$ cat src/rtl/scom_bridge.sv
module scom_bridge #(
  parameter int ADDR_W = 50,
  parameter int WIN_SH = 35,
  parameter logic [ADDR_W-1:0] BASE = 50'h3FC0_0000_0000,
  parameter int CHIP_W = 6,
  parameter int TIMEOUT = 64,
  parameter logic [63:0] ID_VALUE = 64'hC0DE_0001_2345_6789,
  localparam int IDX_W = WIN_SH - 3
) (
  input  logic              clk,
  input  logic              rst_n,
  input  logic [CHIP_W-1:0] chip_id,
  input  logic              req_valid,
  input  logic              req_write,
  input  logic [ADDR_W-1:0] req_addr,
  input  logic [3:0]        req_size,
  input  logic [63:0]       req_wdata,
  output logic              req_ready,
  output logic              rsp_valid,
  output logic              rsp_err,
  output logic [63:0]       rsp_rdata,
  output logic [1:0]        stat,
  input  logic [1:0]        stat_clr,
  output logic              dn_valid,
  output logic              dn_write,
  output logic [IDX_W-1:0]  dn_index,
  output logic [63:0]       dn_wdata,
  input  logic              dn_resp_valid,
  input  logic              dn_resp_err,
  input  logic [63:0]       dn_rdata
);
  localparam int WN_W = ADDR_W - WIN_SH;
  localparam int CW = (TIMEOUT > 1) ? $clog2(TIMEOUT) : 1;
  localparam logic [WN_W-1:0] BASE_WIN = BASE[ADDR_W-1:WIN_SH];

  function automatic logic [63:0] swap8(input logic [63:0] x);
    logic [63:0] y;
    for (int i = 0; i < 8; i++) y[8*i +: 8] = x[63-8*i -: 8];
    return y;
  endfunction

  function automatic logic rd_zero(input logic [IDX_W-1:0] i);
    return i == IDX_W'(32'h1010C00) || i == IDX_W'(32'h1010C03) ||
           i == IDX_W'(32'h2020007) || i == IDX_W'(32'h2020009) ||
           i == IDX_W'(32'h202000F) ||
           (i >= IDX_W'(32'h2013F00) && i <= IDX_W'(32'h2013F07));
  endfunction

  function automatic logic wr_drop(input logic [IDX_W-1:0] i);
    return (i >= IDX_W'(32'h1010C00) && i <= IDX_W'(32'h1010C05)) ||
           i == IDX_W'(32'h2020007) || i == IDX_W'(32'h2020009) ||
           i == IDX_W'(32'h202000F);
  endfunction

  logic busy;
  logic [CW-1:0] cnt;
  logic [IDX_W-1:0] idx;
  logic hit, legal, is_id, local_hit, accept;
  logic fin, ferr;
  logic [63:0] fdata;

  assign idx       = req_addr[WIN_SH-1:3];
  assign hit       = req_addr[ADDR_W-1:WIN_SH] == BASE_WIN + WN_W'(chip_id);
  assign legal     = hit && req_size == 4'd8 && req_addr[2:0] == 3'd0;
  assign is_id     = idx == IDX_W'(32'hF000F);
  assign local_hit = !legal || is_id || (req_write ? wr_drop(idx) : rd_zero(idx));
  assign req_ready = !busy;
  assign accept    = req_valid && req_ready;

  always_comb begin
    fin = 1'b0;
    ferr = 1'b0;
    fdata = '0;
    if (accept && local_hit) begin
      fin = 1'b1;
      ferr = !legal;
      fdata = (legal && is_id && !req_write) ? ID_VALUE : 64'd0;
    end else if (busy && dn_resp_valid) begin
      fin = 1'b1;
      ferr = dn_resp_err;
      fdata = dn_resp_err ? 64'd0 : swap8(dn_rdata);
    end else if (busy && cnt == CW'(TIMEOUT - 1)) begin
      fin = 1'b1;
      ferr = 1'b1;
    end
  end

  always_ff @(posedge clk) begin
    if (!rst_n) begin
      busy      <= 1'b0;
      cnt       <= '0;
      rsp_valid <= 1'b0;
      rsp_err   <= 1'b0;
      rsp_rdata <= '0;
      stat      <= '0;
      dn_valid  <= 1'b0;
      dn_write  <= 1'b0;
      dn_index  <= '0;
      dn_wdata  <= '0;
    end else begin
      rsp_valid <= fin;
      if (fin) begin
        rsp_err   <= ferr;
        rsp_rdata <= fdata;
      end
      stat     <= (stat & ~stat_clr) | (fin ? {ferr, 1'b1} : 2'b00);
      dn_valid <= 1'b0;
      if (accept && !local_hit) begin
        busy     <= 1'b1;
        cnt      <= '0;
        dn_valid <= 1'b1;
        dn_write <= req_write;
        dn_index <= idx;
        dn_wdata <= swap8(req_wdata);
      end else if (busy) begin
        if (fin) busy <= 1'b0;
        else     cnt  <= cnt + 1'b1;
      end
    end
  end
endmodule

$ cat config.mk
export PLATFORM = sky130hd
export DESIGN_NAME = scom_bridge
export DESIGN_NICKNAME = d
export VERILOG_FILES = /design/src/rtl/scom_bridge.sv
export SDC_FILE = /design/constraint.sdc
export NUM_CORES = 1
export LEC_CHECK = 0
export BUFFER_PORTS_ARGS = -buffer_cell sky130_fd_sc_hd__buf_2
export CAP_MARGIN = 0
export CORE_AREA = 2 2 142 144
export CTS_CLUSTER_DIAMETER = 80
export DETAILED_ROUTE_END_ITERATION = 7
export DIE_AREA = 0 0 144 146
export PLACE_DENSITY = 0.72
export REMOVE_ABC_BUFFERS = 1
export SYNTH_ARGS = -nofsm -noshare
export SYNTH_HDL_FRONTEND = slang
export SYNTH_SLANG_ARGS = --single-unit
$ cat constraint.sdc
create_clock -name clk -period 4.55 [get_ports clk]
set_input_delay 0.2275 -clock clk [delete_from_list [all_inputs] [get_ports clk]]
set_output_delay 0.2275 -clock clk [all_outputs]
set_load 0.005 [all_outputs]
# --- Word level (Yosys, flattened, before mapping) ---
# Cells that the tools add are included.
word_totals:
  rom_bits: 0
  latchBits: 0
  wordCells: 73
  mem_count: 0
  out_inout_bits: 167
  ff_bits: 173
  inputBits: 196
  ramBits: 0
op_classes:
  addsub: 2
  order_cmp: 4
  bitwise: 5
  n_div: 0
  shifts: 0
  eq_ne: 9
  muxes: 15
  n_reduce_logical: 28
  n_mul: 0
op_table:
  columns: ["cell", "n"]
  rows:
  - ["two-way mux 64 bit", 4]
  - ["== test 32 x 26 -> 1 bit, second input constant", 3]
  - ["== test 32 x 25 -> 1 bit, second input constant", 2]
  - ["== test 32 x 20 -> 1 bit, second input constant", 1]
  - [">= comparator 32 x 25 -> 1 bit, second input constant", 1]
  - [">= comparator 32 x 26 -> 1 bit, second input constant", 1]
  - ["less-or-equal comparator 32 x 25 -> 1 bit, second input constant", 1]
  - ["less-or-equal comparator 32 x 26 -> 1 bit, second input constant", 1]
  - ["== test 15 x 12 -> 1 bit", 1]
  - ["adder 11 x 6 -> 12 bit, first input constant", 1]
  - ["logical AND 1 bit", 11]
  - ["logical OR 1 bit", 10]
  - ["two-way mux 1 bit", 10]
  - ["adder 6 x 1 -> 6 bit, second input constant", 1]
  - ["== test 6 bit, second input constant", 1]
  - ["== test 4 bit, second input constant", 1]
  - ["zero test 1 bit", 4]
  - ["zero test 3 bit", 1]
  - ["bitwise AND 2 bit", 1]
  - ["two-way mux 2 bit", 1]
  - ["NOT 1 bit", 2]
  - ["NOT 2 bit", 1]
  - ["OR 2 bit", 1]
  - ["AND reduction 2 bit", 1]
  - ["OR reduction 2 bit", 1]

# --- Logic depth before layout (Yosys ltp) ---
logic_depth:
  depth_word: 13
  ltp_mapped: 12
  ltp_nobuf: 9

# --- Worst setup path after synthesis ---
# Ideal clock, no wire load.
synth_path:
  path_type: "input-to-reg"
  startpoint: "in chip_id[3]"
  endpoint: "reg dn_index[10]"
  setup_slack_ns: 2.258
  arrival_ns: 2.165
  path_stages: 12
  required_ns: 4.422
  setup_time_ns: 0.128
  path_cell_list: "inv_1 > ha_1 > ha_1 > xor2_1 > nand3_1 > a2111oi_4 > nand4_1 > buf_4 > buf_6 > buf_6 > mux2i_1 > nor2_1"
synth_between:
  elab_chain_cells: 9
synth_lines:
  columns: ["item", "line", "source"]
  rows:
  - ["from (decl)", "12", "input logic [CHIP_W-1:0] chip_id,"]
  - ["adder 11 x 6 -> 12 bit", "63", "assign hit = req_addr[ADDR_W-1:WIN_SH] == BASE_WIN + WN_W'(chip_id);"]
  - ["== test 15 x 12 -> 1 bit", "63", null]
  - ["logical AND 1 bit (2 in a row)", "64", "assign legal = hit && req_size == 4'd8 && req_addr[2:0] == 3'd0;"]
  - ["zero test 1 bit", "66", "assign local_hit = !legal || is_id || (req_write ? wr_drop(idx) : rd_zero(idx));"]
  - ["logical OR 1 bit (2 in a row)", "66", null]
  - ["zero test 1 bit", "108", "if (accept && !local_hit) begin"]
  - ["logical AND 1 bit", "108", null]
  - ["to (signal assigned)", "113", "dn_index <= idx;"]
  - ["to (decl)", "26", "output logic [IDX_W-1:0] dn_index,"]
# Every way passes these cells.
# A chain may end at the register's enable or synchronous reset.

# --- Worst setup path in the final report ---
layout_path:
  startpoint: "in req_addr[11]"
  endpoint: "reg dn_wdata[30]"
layout_between:
  elab_chain_cells: 10
  elab_cells_between_ends: 25
layout_lines:
  columns: ["item", "line", "source"]
  rows:
  - ["from (decl)", "15", "input logic [ADDR_W-1:0] req_addr,"]
  - ["branches (longest 7 deep; another with >= comparator 32 x 25 -> 1 bit)", null, null]
  - ["logical OR 1 bit *", "66", null]
  - ["zero test 1 bit *", "108", null]
  - ["logical AND 1 bit *", "108", null]
  - ["to (signal assigned)", "114", "dn_wdata <= swap8(req_wdata);"]
  - ["to (decl)", "27", "output logic [63:0] dn_wdata,"]
# Every way passes the cells marked *.

==> flow_summary_export.csv <==
group,metric,value,unit
place,dpl_cell_area,0.00887,mm^2
layout,layout.nets,1321,
yosys,netlist_instances,742,
detailed_routing,dr.first_iter.drc_count,304,
detailed_routing,postRouteAntennaNets,0,
floorplanning,start_util,0.353,
clock_network,insertion_delay,0.42,ns
detailed_routing,routed_wl,21.4,mm
sta,clock_skew,0.00978,ns
detailed_routing,firstDrtPassIters,4,
worst_setup_path,critical-path-top-delay-family,"simple AND/OR/NAND/NOR gates",
detailed_routing,drc,0,
global_route,grt_usage,0.196,
yosys,netlist-cell-type-count,44,
worst_setup_path,worstSetupStartpointType,"input pin",
layout,mostFrequentLayoutCells,"buf_2 (362), dfxtp_1 (173), nor2_1 (131)",
global_route,grt_pass1_vias,6520,
place,dpl_worst_slack,1.37,ns
clock_network,path_clk_slew,0.08,ns
worst_setup_path,path_max_fanout,48,
worst_setup_path,slowest_stage,"nor4_1",
sta,slew-limit-headroom,0.280,
sta,final.setup.worst_slack,1.80,ns
sta,rsz0062_at_grt,"no",
floorplanning,die_x,144,um
floorplanning,rows,51,
global_route,grt_pass1_wl,32.9,mm
layout,drive_above_1_share,0.365,
sta,whs,0.0121,ns
power_and_ir_drop,power.density,324,mW/mm^2
sta,slew_violations,0,
yosys,yosys_warnings,0,
layout,fin_util,0.507,
clock_network,root_buffer,"clkbuf_16",
worst_setup_path,slowest_delay,0.91,ns
floorplanning,core,0.0193,mm^2
detailed_routing,wire_per_inst,15.3,um
yosys,synth.avg_cell_area,9.21,um^2
worst_setup_path,cp_data_required_time,4.84,ns
yosys,synth_flop_cell,"dfxtp_1",
hold_path,whs_path_depth,3,
sta,fin_tns_setup,0,ns
yosys,synth_seq_cells,173,
worst_setup_path,endpoint_kind,"register",
place,dpl.hpwl,15.2,mm
floorplanning,die_area,0.0210,mm^2
layout,final_cell_count_no_fill,1400,
place,place_congestion,0.789,
power_and_ir_drop,peakVddDrop,0.000233,V
layout,syn2layout_area_growth,43.4,%
worst_setup_path,worstRegToRegCells,6,
clock_network,clock-sinks,173,
layout,final_common_cell,"buf_2",
global_route,grt_overflow,0,
job,max-cap-violations,0,
layout,nFillCells,1803,
yosys,synth-edff-count,0,
clock_network,cts_tree,"done",
sta,worst_pin_slew,1.07,ns
worst_setup_path,crit_cells,8,
sta,setup_viol,0,
sta,finalCritPeriodShare,0.604,
clock_network,htree_levels,4,
global_route,antenna_found_initial,1,
sta,max_freq,364,MHz
status,status,"finished, final reports clean",
yosys,syn_area,0.00683,mm^2
place,portBuffers,362,
hold_path,hold_path.class,"in2reg",
layout,multi_input_area,0.00311,mm^2
place,dp_cells,1333,
sta,fin_crit,2.75,ns
worst_setup_path,crit_chain,"buf_2, nor4_1, and4_1, o311ai_1, nand4_1, buf_12, mux2i_1, nor2_1",
worst_setup_path,cp_data_arrival_time,3.04,ns
worst_setup_path,cp_num_buf_inv,2,
floorplanning,pin_count,363,
global_route,grt_max_degree,65,
layout,n_antenna_cell,0,
worst_setup_path,path_class,"in2reg",
floorplanning,die_h,146,um
sta,hold_viol_final,0,
layout,regArea,0.00346,mm^2
detailed_routing,viasPerCell,4.82,
clock_network,cts_buffers,17,
layout,stdcell_area,0.00980,mm^2
detailed_routing,vias,6750,
yosys,ys_seq_area_frac,0.507,
power_and_ir_drop,leakagePower,5.34,nW
yosys,synth-async-reset-ratio,0,
clock_network,cts_max_path_buffers,2,
power_and_ir_drop,finalPower,3.18,mW
==> path summary, 6_finish.rpt <==
path | from | endpoint | slack (ns)
hold reg to reg | rsp_rdata[34] | rsp_rdata[34] | 0.47
setup / recovery | req_addr[11] | dn_wdata[30] | 1.80
hold / removal | dn_rdata[38] | rsp_rdata[30] | 0.01
setup reg to reg | busy | dn_wdata[30] | 2.40
==> worst min-delay path, cell delays in order <==
cell and delay (ns):
buf_2 0.07, nand2_1 0.03, o21ai_0 0.06
==> repair_timing <==
action / in CTS / in global routing
hold buffers: 35 / 0
resized for setup: 0 / 0
hold endpoints to repair: 35 / 0
buffers inserted: 0 / 0
endpoints found under the setup margin: 0 / 0
==> cell usage after synthesis, drive strengths merged (2+ instances only) <==
cell,number,area share
nor3,6,0.0044
nand4,6,0.0055
inv,6,0.0033
nand4b,2,0.0026
clkbuf,37,0.021
xor2,5,0.0064
buf,13,0.015
nor2b,2,0.0018
o211a,22,0.032
nor4b,3,0.0038
dfxtp,173,0.51
nor4,6,0.0055
nand3,48,0.035
ha,3,0.0055
nor2,131,0.072
o21ai,66,0.048
or3,2,0.0018
xnor2,6,0.0077
a21oi,7,0.0051
o211ai,3,0.0033
a2111oi,3,0.0066
and4,3,0.0038
nand2,77,0.042
mux2i,97,0.14
==> logic make-up after synthesis <==
family	Yosys count	synth area share
multiplexers	97	0.142
adder cells (fa/ha/maj)	3	0.00549
flip-flops	173	0.507
AO/OA/AOI/OAI	107	0.102
AND/OR/NAND/NOR	295	0.190
XOR/XNOR	11	0.0141
buffers and inverters	56	0.0390
==> cell type report <==
class | instances | area share
timing repair buffer | 411 | 0.234
inverter | 6 | 0.00243
sequential | 173 | 0.353
clock buffer | 18 | 0.0438
clock inverter | 14 | 0.0148
tap | 265 | 0.0338
multi-input combinational | 513 | 0.318
==> registers in the layout, indices dropped and copies added (netlist names) <==
register   count
dn_valid       1
stat           2
busy           1
dn_index      32
dn_write       1
rsp_err        1
cnt            6
rsp_valid      1
dn_wdata      64
rsp_rdata     64
==> report_power, final <==
part           switching, mW  internal (mW)  total [mW]
clock network          0.693          0.733        1.43
logic                  0.104          0.116       0.220
registers            0.00794           1.53        1.53
total                  0.805           2.37        3.18
==> per-layer routing <==
metal  up-vias  part of all wire  global-route usage
met1      3106              0.41               0.227
li1       3316                 -                   -
met3        48             0.075              0.0582
met2       278              0.48               0.339
met4         2             0.028              0.0755
met5         -           0.00056                   0
(Power assumes the default switching activity.)
